## src/rtl/scan_pkg.sv

```systemverilog
package scan_pkg;
  typedef enum logic [2:0] {
    ST_IDLE,
    ST_SHIFT,
    ST_CAPTURE,
    ST_UNLOAD,
    ST_DONE
  } seq_state_e;
endpackage

```

## src/rtl/scan_cell.sv

```systemverilog
module scan_cell (
  input  logic clk,
  input  logic rst_n,
  input  logic en,
  input  logic sel,
  input  logic d,
  input  logic si,
  output logic q
);
  logic q_nxt;

  always_comb begin
    if (en) q_nxt = sel ? si : d;
    else    q_nxt = q;
  end

  always_ff @(posedge clk or negedge rst_n) begin
    if (!rst_n) q <= 1'b0;
    else        q <= q_nxt;
  end

  // shift path takes the scan input
  p_shift_path_r2: assert property (@(posedge clk) disable iff (!rst_n)
    en && sel |=> q == $past(si));
  // functional path takes the data input
  p_func_path_r1: assert property (@(posedge clk) disable iff (!rst_n)
    en && !sel |=> q == $past(d));
  // no update outside shift or capture
  p_hold_r4: assert property (@(posedge clk) disable iff (!rst_n)
    !en |=> $stable(q));
endmodule

```

## src/rtl/scan_seq.sv

```systemverilog
module scan_seq
  import scan_pkg::*;
#(
  parameter int LEN   = 4,
  parameter int PAT_W = 4
) (
  input  logic             clk,
  input  logic             rst_n,
  input  logic             test_mode,
  input  logic             flush_mode,
  input  logic             start,
  input  logic [PAT_W-1:0] pat_count,
  output logic             shift_o,
  output logic             capture_o,
  output logic             done_o,
  output logic             flush_o
);
  localparam int CW = $clog2(LEN + 1);
  localparam logic [CW-1:0] LAST_CNT = CW'(LEN - 1);

  seq_state_e       state, state_nxt;
  logic [CW-1:0]    cnt, cnt_nxt;
  logic [PAT_W-1:0] left, left_nxt;
  logic             go;

  assign go = start && !flush_mode;

  always_comb begin
    state_nxt = state;
    cnt_nxt   = cnt;
    left_nxt  = left;
    if (!test_mode) begin
      state_nxt = ST_IDLE;
      cnt_nxt   = '0;
    end else begin
      unique case (state)
        ST_IDLE, ST_DONE: begin
          if (go) begin
            cnt_nxt   = '0;
            left_nxt  = pat_count;
            state_nxt = (pat_count == '0) ? ST_DONE : ST_SHIFT;
          end
        end
        ST_SHIFT: begin
          if (cnt == LAST_CNT) begin
            cnt_nxt   = '0;
            state_nxt = ST_CAPTURE;
          end else begin
            cnt_nxt = cnt + 1'b1;
          end
        end
        ST_CAPTURE: begin
          left_nxt  = left - 1'b1;
          state_nxt = (left == PAT_W'(1)) ? ST_UNLOAD : ST_SHIFT;
        end
        ST_UNLOAD: begin
          if (cnt == LAST_CNT) begin
            cnt_nxt   = '0;
            state_nxt = ST_DONE;
          end else begin
            cnt_nxt = cnt + 1'b1;
          end
        end
        default: state_nxt = ST_IDLE;
      endcase
    end
  end

  always_ff @(posedge clk or negedge rst_n) begin
    if (!rst_n) begin
      state <= ST_IDLE;
      cnt   <= '0;
      left  <= '0;
    end else begin
      state <= state_nxt;
      cnt   <= cnt_nxt;
      left  <= left_nxt;
    end
  end

  assign flush_o   = test_mode && flush_mode && (state == ST_IDLE);
  assign shift_o   = test_mode && ((state == ST_SHIFT) || (state == ST_UNLOAD) || flush_o);
  assign capture_o = test_mode && (state == ST_CAPTURE);
  assign done_o    = test_mode && (state == ST_DONE);

  // capture never lasts two clocks
  p_capture_once_r4: assert property (@(posedge clk) disable iff (!rst_n || !test_mode)
    state == ST_CAPTURE |=> state != ST_CAPTURE);
  // a shift phase is not cut short
  p_shift_len_r6: assert property (@(posedge clk) disable iff (!rst_n || !test_mode)
    state == ST_SHIFT && cnt != LAST_CNT |=> state == ST_SHIFT);
  // zero patterns jump straight to done
  p_zero_pat_r8: assert property (@(posedge clk) disable iff (!rst_n || !test_mode)
    state == ST_IDLE && go && pat_count == '0 |=> state == ST_DONE);
  // leaving test mode forces idle
  p_exit_idle_r11: assert property (@(posedge clk) disable iff (!rst_n)
    !test_mode |=> state == ST_IDLE);
endmodule

```

## src/rtl/flush_chk.sv

```systemverilog
module flush_chk #(
  parameter int N_CH = 3,
  parameter int LEN  = 4
) (
  input  logic            clk,
  input  logic            rst_n,
  input  logic            active,
  input  logic [N_CH-1:0] so,
  output logic [N_CH-1:0] err
);
  localparam int FW = $clog2(LEN + 2);
  localparam logic [FW-1:0] FILL = FW'(LEN + 1);

  logic [FW-1:0]   fill, fill_nxt;
  logic [N_CH-1:0] prev, prev_nxt, err_nxt;

  always_comb begin
    fill_nxt = fill;
    prev_nxt = prev;
    err_nxt  = err;
    if (!active) begin
      fill_nxt = '0;
    end else begin
      prev_nxt = so;
      if (fill != FILL) fill_nxt = fill + 1'b1;
      if (fill == '0)        err_nxt = '0;
      else if (fill == FILL) err_nxt = err | ~(so ^ prev);
    end
  end

  always_ff @(posedge clk or negedge rst_n) begin
    if (!rst_n) begin
      fill <= '0;
      prev <= '0;
      err  <= '0;
    end else begin
      fill <= fill_nxt;
      prev <= prev_nxt;
      err  <= err_nxt;
    end
  end

  // error bits are sticky inside a session
  p_err_sticky_r9: assert property (@(posedge clk) disable iff (!rst_n)
    active && fill != '0 |=> (err & $past(err)) == $past(err));
  // a new session starts clean
  p_err_clear_r9: assert property (@(posedge clk) disable iff (!rst_n)
    active && fill == '0 |=> err == '0);
endmodule

```

## src/rtl/scan_test_ctrl.sv

```systemverilog
module scan_test_ctrl #(
  parameter int N_CELLS  = 10,
  parameter int N_CHAINS = 3,
  parameter int PAT_W    = 4
) (
  input  logic                clk,
  input  logic                rst_n,
  input  logic                test_mode,
  input  logic                flush_mode,
  input  logic                start,
  input  logic [PAT_W-1:0]    pat_count,
  input  logic [N_CELLS-1:0]  func_in,
  input  logic [N_CHAINS-1:0] scan_in,
  output logic [N_CELLS-1:0]  func_out,
  output logic                scan_en,
  output logic [N_CHAINS-1:0] scan_out,
  output logic                done,
  output logic [N_CHAINS-1:0] chain_err
);
  localparam int CHAIN_LEN = (N_CELLS + N_CHAINS - 1) / N_CHAINS;
  localparam int LAST_LEN  = N_CELLS - (N_CHAINS - 1) * CHAIN_LEN;

  logic [1:0] rst_sync;
  logic       rst_ni;

  always_ff @(posedge clk or negedge rst_n) begin
    if (!rst_n) rst_sync <= 2'b00;
    else        rst_sync <= {rst_sync[0], 1'b1};
  end
  assign rst_ni = rst_sync[1];

  logic shift, capture, flush_act;
  logic cell_en, cell_sel;
  logic [N_CELLS-1:0] cells, nxt;
  logic [N_CHAINS-1:0][CHAIN_LEN-1:0] stg, chain_si;

  scan_seq #(.LEN(CHAIN_LEN), .PAT_W(PAT_W)) u_seq (
    .clk(clk), .rst_n(rst_ni), .test_mode(test_mode), .flush_mode(flush_mode),
    .start(start), .pat_count(pat_count), .shift_o(shift), .capture_o(capture),
    .done_o(done), .flush_o(flush_act)
  );

  assign nxt      = {cells[N_CELLS-2:0], cells[N_CELLS-1]} ^ func_in;
  assign cell_en  = !test_mode || shift || capture;
  assign cell_sel = test_mode && shift;

  for (genvar k = 0; k < N_CHAINS; k++) begin : g_chain
    localparam int LEN = (k == N_CHAINS - 1) ? LAST_LEN : CHAIN_LEN;
    localparam int PAD = CHAIN_LEN - LEN;
    for (genvar s = 0; s < CHAIN_LEN; s++) begin : g_stage
      if (s == 0) begin : g_head
        assign chain_si[k][s] = scan_in[k];
      end else begin : g_link
        assign chain_si[k][s] = stg[k][s-1];
      end
      if (s < PAD) begin : g_pad
        scan_cell u_pad (
          .clk(clk), .rst_n(rst_ni), .en(shift), .sel(1'b1), .d(1'b0),
          .si(chain_si[k][s]), .q(stg[k][s])
        );
      end else begin : g_cell
        localparam int IDX = k * CHAIN_LEN + s - PAD;
        scan_cell u_cell (
          .clk(clk), .rst_n(rst_ni), .en(cell_en), .sel(cell_sel), .d(nxt[IDX]),
          .si(chain_si[k][s]), .q(stg[k][s])
        );
        assign cells[IDX] = stg[k][s];
      end
    end
    assign scan_out[k] = stg[k][CHAIN_LEN-1];
  end

  flush_chk #(.N_CH(N_CHAINS), .LEN(CHAIN_LEN)) u_flush (
    .clk(clk), .rst_n(rst_ni), .active(flush_act), .so(scan_out), .err(chain_err)
  );

  assign func_out = cells;
  assign scan_en  = shift;

  // no shifting outside test mode
  p_func_noscan_r1: assert property (@(posedge clk) disable iff (!rst_ni)
    !test_mode |-> !scan_en);
  // done and shifting never overlap
  p_done_quiet_r7: assert property (@(posedge clk) disable iff (!rst_ni)
    done |-> !scan_en);
endmodule

```

## config.mk

```make
export PLATFORM = sky130hd
export DESIGN_NAME = scan_test_ctrl
export DESIGN_NICKNAME = d
export VERILOG_FILES = /design/src/rtl/scan_pkg.sv /design/src/rtl/scan_cell.sv /design/src/rtl/scan_seq.sv /design/src/rtl/flush_chk.sv /design/src/rtl/scan_test_ctrl.sv
export SDC_FILE = /design/constraint.sdc
export NUM_CORES = 1
export LEC_CHECK = 0
export ABC_AREA = 1
export CAP_MARGIN = 15
export CORE_MARGIN = 3
export CORE_UTILIZATION = 55
export CTS_BUF_LIST = sky130_fd_sc_hd__clkbuf_16
export DETAILED_ROUTE_END_ITERATION = 12
export PLACE_DENSITY = 0.83
export SYNTH_ARGS = -nofsm -noshare
export SYNTH_HDL_FRONTEND = slang
export SYNTH_SLANG_ARGS = --single-unit
```

## constraint.sdc

```tcl
create_clock -name clk -period 1.9 [get_ports clk]
set_input_delay 0.285 -clock clk [delete_from_list [all_inputs] [get_ports clk]]
set_output_delay 0.285 -clock clk [all_outputs]
set_load 0.03 [all_outputs]
```

=== Word level (Yosys, flattened, before mapping) ===
Cells that the tools add are included.
Widths: inputs -> output; s select.

* Bits in registers: 33
* Latch bits: 0
* RAM bits: 0
* ROM bits: 0
* Input bits: 22
* Logic and storage cells: 91
* Memories kept: 0

* Add/subtract/negate cells: 3
* $mul: 0
* Divide/modulo/power cells: 0
* $lt $le $gt $ge: 0
* Eq/ne operators: 14
* Shifts and indexed selects: 0
* Multiplexer cells: 27
* Bitwise gates (word level): 4
* Reductions and logical operators: 24

{| class="wikitable"
|+ Operators with widths
! kind !! count
|-
| $mux 3 || 12
|-
| $ne 3x2->1 const B || 4
|-
| $pmux 3 s4 || 1
|-
| $mux 1 || 10
|-
| $xor 10x10->10 || 1
|-
| $eq 3x2->1 const B || 3
|-
| $pmux 4 s2 || 1
|-
| $logic_and 1x1->1 || 7
|-
| $add 3x1->3 const B || 2
|-
| $eq 3x3->1 const B || 2
|-
| $logic_not 3->1 || 2
|-
| $pmux 3 s2 || 1
|-
| $reduce_and 3->1 || 2
|-
| $eq 4x1->1 const B || 1
|-
| $logic_not 4->1 || 1
|-
| $logic_or 1x1->1 || 4
|-
| $mux 4 || 1
|-
| $reduce_and 2->1 || 2
|-
| $reduce_bool 2->1 || 2
|-
| $reduce_or 2->1 || 2
|-
| $sub 4x1->4 const B || 1
|-
| $eq 3x1->1 const B || 1
|-
| $ne 3x3->1 const B || 1
|-
| $not 3->3 || 1
|-
| 6 further kinds || 7
|}

=== Longest topological paths before layout ===
Gate-level depths: netlist of run 1.

* Depth in word-level cells: 6
* Depth in mapped cells: 10
* Depth with buffers taken out: 9

=== Cells and area by module ===
From an unflattened synthesis of run 1, not the netlist that was laid out.

* Cell total of the unflattened synthesis: 344
* Area total of the unflattened synthesis: 2227.1 µm²

{| class="wikitable"
|+ By module, submodules not included
! module !! times used !! cells an instance !! area each (µm²) !! seq. area each (µm²)
|-
| scan_cell || 12 || 10 || 60.1 || 25.0
|-
| scan_seq || 1 || 99 || 680.7 || 250.2
|-
| flush_chk || 1 || 57 || 486.7 || 225.2
|-
| scan_test_ctrl || 1 || 68 || 339.1 || 50.0
|}

=== Worst setup path after synthesis of run 1 ===
Ideal clock, no wire load.

* Kind: flip-flop to output port
* Start: register u_seq.state[0]
* End: output scan_en
* Arrival: 1.013 ns
* Required time: 1.615 ns
* Path slack: 0.602 ns
* Cell stages (with the launch flop): 7
* Path through: dfrtp_1 inv_1 nand2_4 nor2_8 inv_4 nand2_4 buf_8

* Cells in the longest elaborated chain, start to end: 4
* Elaborated cells between the ends (all ways): 7
* Classes of those cells: 2 x eq/ne; 5 x reduce/logical

{| class="wikitable"
|+ RTL lines
! element !! line !! RTL
|-
| start, declared || scan_seq.sv:21 || <nowiki>seq_state_e state, state_nxt;</nowiki>
|-
| start signal, assigned || scan_seq.sv:75 || <nowiki>state <= state_nxt;</nowiki>
|-
| $eq 3x1->1 (tied with other cells) || scan_seq.sv:82 || <nowiki>assign shift_o = test_mode && ((state == ST_SHIFT) || (state == ST_UNLOAD) || flush_o);</nowiki>
|-
| $logic_or 1x1->1 or $logic_and 1x1->1 (tied branches) || scan_seq.sv:82, scan_seq.sv:81 ||
|-
| $logic_or 1x1->1 * || scan_seq.sv:82 ||
|-
| $logic_and 1x1->1 * || scan_seq.sv:82 ||
|-
| end, declared || scan_test_ctrl.sv:15 || <nowiki>output logic scan_en,</nowiki>
|}

Every way passes the cells marked *; elsewhere a longest branch is shown, timed or not.

=== Worst setup path in the final report of run 1 ===
* Start: input test_mode
* End: output scan_en

* Cells in the longest elaborated chain, start to end: 4

{| class="wikitable"
|+ RTL lines
! element !! line !! RTL
|-
| start, declared || scan_test_ctrl.sv:8 || <nowiki>input logic test_mode,</nowiki>
|-
| $logic_and 1x1->1 (2 in a row) || scan_seq.sv:81 || <nowiki>assign flush_o = test_mode && flush_mode && (state == ST_IDLE);</nowiki>
|-
| $logic_or 1x1->1 || scan_seq.sv:82 ||
|-
| $logic_and 1x1->1 * || scan_seq.sv:82 ||
|}

Marked as above.

==> results_dict.tcl, run 1 <==
set metrics [dict create \
    outcome "complete, no violations" \
    hpwl_um 2920 \
    drive_gt1_frac 0.0976 \
    synthCells 252 \
    end_kind "output port" \
    arrival_ps 1490 \
    dr.first_iter.drc_count 101 \
    antenna_found_initial 0 \
    ctsResizeCount 0 \
    nets 314 \
    grt_pass1_wl_um 6890 \
    ys_seq_area_frac 0.414 \
    p_leak_nw 1.22 \
    cts_sinks 33 \
    cts_setup_buffers 0 \
    core_area_mm2 0.00342 \
    ys_ff_latch 33 \
    ir_drop_mv 0.966 \
    crit_family "buffers and inverters" \
    overflow 0 \
    io_buffers 39 \
    ant_nets 0 \
    num_vias 1691 \
    initial_utilization 0.584 \
    setup_viol 0 \
    final.setup.worst_slack_ps 125 \
    syn_area_per_cell_um2 7.91 \
    fin_util 0.725 \
    syn-num-nets 280 \
    reg2reg_to "g_chain[1].g_stage[0].g_cell.u_cell.q" \
    path_cells "clkdlybuf4s50_1 -> nand3_4 -> nor2_8 -> inv_4 -> nand2_4 -> buf_4" \
    synthArstFlopShare 1.00 \
    post_synth_instance_area_mm2 0.00199 \
    viasPerCell 5.08 \
    final.setup.tns_ps 0 \
    post-route-period-util 0.934 \
    pre_cts_ws_ps 125 \
    placed_cell_area_mm2 0.00234 \
    remaining_drc_errors 0 \
    cp_data_required_time_ps 1620 \
    maxSlewViolCount 0 \
    timing.reg2reg.worst_path_depth 7 \
    netlist.area_leader.share 0.414 \
    fp.dieH_um 66.2 \
    clkTransAtPathRegs_ps 50 \
    routed_wl_um 3990 \
    fin_skew_ps 2.01 \
    place.gp.congestion 0.806 \
    wl_per_cell_um 12.0 \
    cts_tree "done" \
    rsz0062_at_grt "no" \
    crit_slowest_cell "clkdlybuf4s50_1" \
    cts_buffers 5 \
    io_pins 40 \
    hold_buffers 0 \
    synth_edf_count 0 \
    hold_viol_final 0 \
    cp_max_fo 14 \
    dieArea_mm2 0.00438 \
    synth.area.top_cells "dfrtp_1 (41%), nand2_1 (16%), nand3_1 (7.3%), buf_4 (6.0%), ha_1 (3.8%)" \
    critPathKind "primary input to output port" \
    power.density_mw_per_mm2 1640 \
    cts_max_level 2 \
    timing.rr.start "u_seq.state[2]" \
    dr.pass1.iters 4 \
    synth.most_common_cell "nand2_1" \
    clock.fmax_mhz 563 \
    ys_warn_count 0 \
    start_kind "primary input" \
    grt_max_degree 32 \
    insertion_delay_ps 270 \
    synth_common_cells "nand2_1 (86), dfrtp_1 (33), nand3_1 (29)" \
    worst-path-stages 6 \
    slowest_delay_ps 540 \
    hold_path_class "primary input to asynchronous set/reset pin" \
    clockBufferDepth 2 \
    synth.largest_area_cell "dfrtp_1" \
    rows 21 \
    die_x_um 66.2 \
    synth.distinct_cells 27 \
    design_area_mm2 0.00248 \
    rrSetupSlack_ps 290 \
    num_antenna_cells 0 \
    fillers 278 \
    grt_pass1_vias 1625 \
    grtUsageTotal 0.205 \
    synth_ff_type "dfrtp_1" \
    min_period_ps 1780 \
    path_buf_inv 3 \
    area_delta_synth_final_pct 24.3 \
    cap_violations 0 \
    root_buffer "clkbuf_16" \
]
==> flip-flops by register name, summed over array words and instances (netlist names) <==
register	count
rst_sync	2
u_seq.left	4
g_chain.g_stage.g_pad.u_pad.q	2
u_flush.prev	3
u_flush.err	3
u_flush.fill	3
u_seq.state	3
u_seq.cnt	3
g_chain.g_stage.g_cell.u_cell.q	10
==> worst max-delay path by stage <==
stage	start	to	slack, ps
after floorplan	u_seq.state[0]	scan_en	600
after global placement	test_mode	scan_en	150
after detailed placement	test_mode	scan_en	120
after CTS	test_mode	scan_en	130
after global routing	test_mode	scan_en	50
final	test_mode	scan_en	120
==> stage by stage <==
| step | instances | total power, mW | hold slack (ps) |
|---|---|---|---|
| after floorplan | 252 | 2.88 | -10.6 |
| after global placement | 325 | 3.26 | 269 |
| after detailed placement | 325 | 3.32 | 268 |
| after CTS | 333 | 4.09 | 170 |
| after global routing | 333 | 4.41 | 166 |
| final | 333 | 4.06 | 171 |
==> layout make-up <==
cell class	instances	area, um2	share of cell area
repair buffers	47	445	0.180
well taps	46	57.6	0.0232
inverters	20	77.6	0.0313
multi-input cells	179	933	0.377
clock inverters	3	12.5	0.00505
clock buffers	5	125	0.0505
flip-flops and latches	33	826	0.333
==> cells in the final DEF, fill, tap and decap left out, types with 2 or more instances in the layout <==
master | synthesis | final
nand2_1 | 86 | 86
clkdlybuf4s50_1 | 0 | 37
dfrtp_1 | 33 | 33
nand3_1 | 29 | 29
inv_1 | 17 | 17
o21ai_0 | 13 | 13
nor2_1 | 10 | 10
buf_4 | 16 | 10
xnor2_1 | 8 | 8
xor2_1 | 7 | 7
ha_1 | 6 | 6
a21oi_1 | 5 | 5
clkbuf_16 | 0 | 5
nand2_4 | 3 | 3
inv_2 | 2 | 2
nand2_2 | 2 | 2
nor2_2 | 2 | 2
clkinv_1 | 0 | 2
==> logic make-up (layout without fill, tap and decap cells) <==
kind of cell    count (synthesis)  in the layout  synth area share
other cells                     1              1           0.00188
fa+ha+maj                       6              6            0.0377
xor+xnor                       15             15            0.0659
compound gates                 20             20            0.0515
flops                          33             33             0.414
simple gates                  137            137             0.311
buf+inv                        40             75             0.117
==> metal layers <==
layer | share of wire | wire, um | track usage | up-vias
met1 | 0.43 | 1710 | 0.249 | 777
met5 | 0 | 0 | 0 | -
met2 | 0.50 | 1980 | 0.335 | 57
met3 | 0.055 | 218 | 0.0561 | 12
met4 | 0.022 | 89 | 0.0964 | 0
li1 | - | - | - | 845
==> power by group <==
part,switching (mW),internal [mW],total (mW),leakage [nW]
Sequential,0.251,0.961,1.21,0.421
Clock,0.273,0.473,0.746,0.0687
Combinational,1.28,0.826,2.10,0.732
Total,1.80,2.26,4.06,1.22
Power figures use the tool's default switching activity.
==> run 2: changes to the inputs <==
CORE_UTILIZATION = 45   (was 55)
PLACE_DENSITY = 0.69   (was 0.83)
==> run 2 against run 1 <==
Via count decreased by 2.4%. Critical path type is now flip-flop to output port. Non-clock buffer count did not move. Sequential share of layout area shrank 0.25 points. Largest power group unchanged. Clock skew barely moved. Maximum frequency increased by 0.60%. Cell area up 0.76%. Setup slack improved by 11 ps. First-iteration DRC count rose by 13%.
==> results_dict.tcl, run 2 (synthesized netlist as in run 1, its figures left out) <==
set metrics [dict create \
    outcome "complete, no violations" \
    fillers 378 \
    critPathKind "flip-flop to output port" \
    hold_buffers 0 \
    p_clk_frac 0.183 \
    remaining_drc_errors 0 \
    clockBufferDepth 2 \
    area_delta_synth_final_pct 25.2 \
    hpwl_um 2930 \
    grtUsageTotal 0.167 \
    power.density_mw_per_mm2 1630 \
    placed_cell_area_mm2 0.00236 \
    reg_top3 "g_chain.g_stage.g_cell.u_cell.q: 10 flops, u_seq.left: 4 flops" \
    cts_setup_buffers 0 \
    clock.fmax_mhz 567 \
    slowest_delay_ps 730 \
    arrival_ps 1480 \
    setup_viol 0 \
    nets 314 \
    hold_viol_final 0 \
    multi_input_area_um2 933 \
    dieArea_mm2 0.00526 \
    ir_drop_mv 0.628 \
    end_kind "output port" \
    min_period_ps 1760 \
    grt_pass1_wl_um 6920 \
    met3_wirelength_um 231 \
    overflow 0 \
    core_area_mm2 0.00414 \
    dr.pass1.iters 4 \
    io_buffers 39 \
    wl_met1_um 1780 \
    num_vias 1650 \
    cts_buffers 5 \
    final.setup.tns_ps 0 \
    largest_reg_flops 10 \
    clkTransAtPathRegs_ps 50 \
    p_seq_frac 0.301 \
    largest-register "g_chain.g_stage.g_cell.u_cell.q" \
    timing.reg2reg.worst_path_depth 7 \
    die_x_um 72.6 \
    grt_max_degree 32 \
    crit_slowest_cell "clkdlybuf4s50_1" \
    swShare 0.438 \
    grt_pass1_vias 1564 \
    ctsResizeCount 0 \
    wl_per_cell_um 11.7 \
    viasPerCell 4.90 \
    top_layer_used "met4" \
    cts_sinks 33 \
    dr_wl_met2_um 1850 \
    maxSlewViolCount 0 \
    p_switching_mw 1.78 \
    cp_max_fo 6 \
    insertion_delay_ps 270 \
    initial_utilization 0.481 \
    cts_tree "done" \
    path_cells "clkdlybuf4s50_1" \
    ant_nets 0 \
    final_cell_mix "nand2_1 (86), clkdlybuf4s50_1 (37), dfrtp_1 (33), nand3_1 (29), inv_1 (18)" \
    fin_skew_ps 2.36 \
    fin_util 0.602 \
    p_leak_nw 1.23 \
    routed_wl_um 3940 \
    rows 23 \
    rsz0062_at_grt "no" \
    hold_path_class "primary input to asynchronous set/reset pin" \
    worst-path-stages 1 \
    design_area_mm2 0.00250 \
    num_antenna_cells 0 \
    root_buffer "clkbuf_16" \
    pwr-share-comb 0.516 \
    fp.dieH_um 72.6 \
    start_kind "flip-flop" \
    p_int_mw 2.29 \
    hold_ws_ps 172 \
    antenna_found_initial 0 \
    layout_commonest_cell "nand2_1" \
    dr.first_iter.drc_count 114 \
    seq_area_um2 826 \
    cp_data_required_time_ps 1620 \
    place.gp.congestion 0.849 \
    path_buf_inv 1 \
    cts_max_level 2 \
    crit_family "buffers and inverters" \
    io_pins 40 \
    post-route-period-util 0.929 \
    cap_violations 0 \
    drive_gt1_frac 0.101 \
]
## run 2: cell count changes in the layout (fill, tap and decap cells not counted), sizes merged
cell,before,now
inv,20,21
clkinv,3,2
## run 2: metal layers
metal,vias up,global-route usage
li1,850,-
met1,752,0.220
met3,7,0.0402
met5,-,0
met2,41,0.263
met4,0,0.0717
## run 2: through the flow
stage	setup slack [ps]	power [mW]	instances
2_1_floorplan	602	2.88	252
3_3_place_gp	197	3.32	329
3_5_place_dp	140	3.35	329
4_1_cts	107	4.12	337
5_1_grt	72.1	4.42	337
6_report	135	4.07	337
## run 2: path summary, 6_finish.rpt
kind,start,to,slack [ps]
setup / recovery,g_chain[2].g_stage[3].g_cell.u_cell.q,func_out[9],140
hold / removal,rst_n,rst_sync[0],170
setup reg to reg,u_seq.state[2],g_chain[1].g_stage[0].g_cell.u_cell.q,320
hold reg to reg,rst_sync[1],u_seq.cnt[1],250
max in group asynchronous,rst_sync[1],u_flush.prev[0],1360
min in group clk,rst_sync[0],rst_sync[1],350
## run 2: power groups by stage
stage | Sequential (mW) | Clock, mW | Combinational [mW]
after CTS | 1.23 | 0.771 | 2.12
after detailed placement | 1.24 | 0 | 2.11
after global placement | 1.23 | 0 | 2.09
after global routing | 1.27 | 0.793 | 2.36
final | 1.23 | 0.745 | 2.10
after floorplan | 1.18 | 0 | 1.70
## run 2: cell type report
cell class                      instances  area share
Sequential cell                        33       0.331
Clock buffer                            5      0.0501
Timing Repair Buffer                   47       0.183
Inverter                               20      0.0311
Multi-Input combinational cell        179       0.374
Clock inverter                          3     0.00551
Tap cell                               50      0.0251
==> run 3: changes to the inputs <==
ABC_CLOCK_PERIOD_IN_PS = 1900   (was not set)
==> results of run 3 <==
The final DEF is identical to that of run 2; final timing and power are the same.
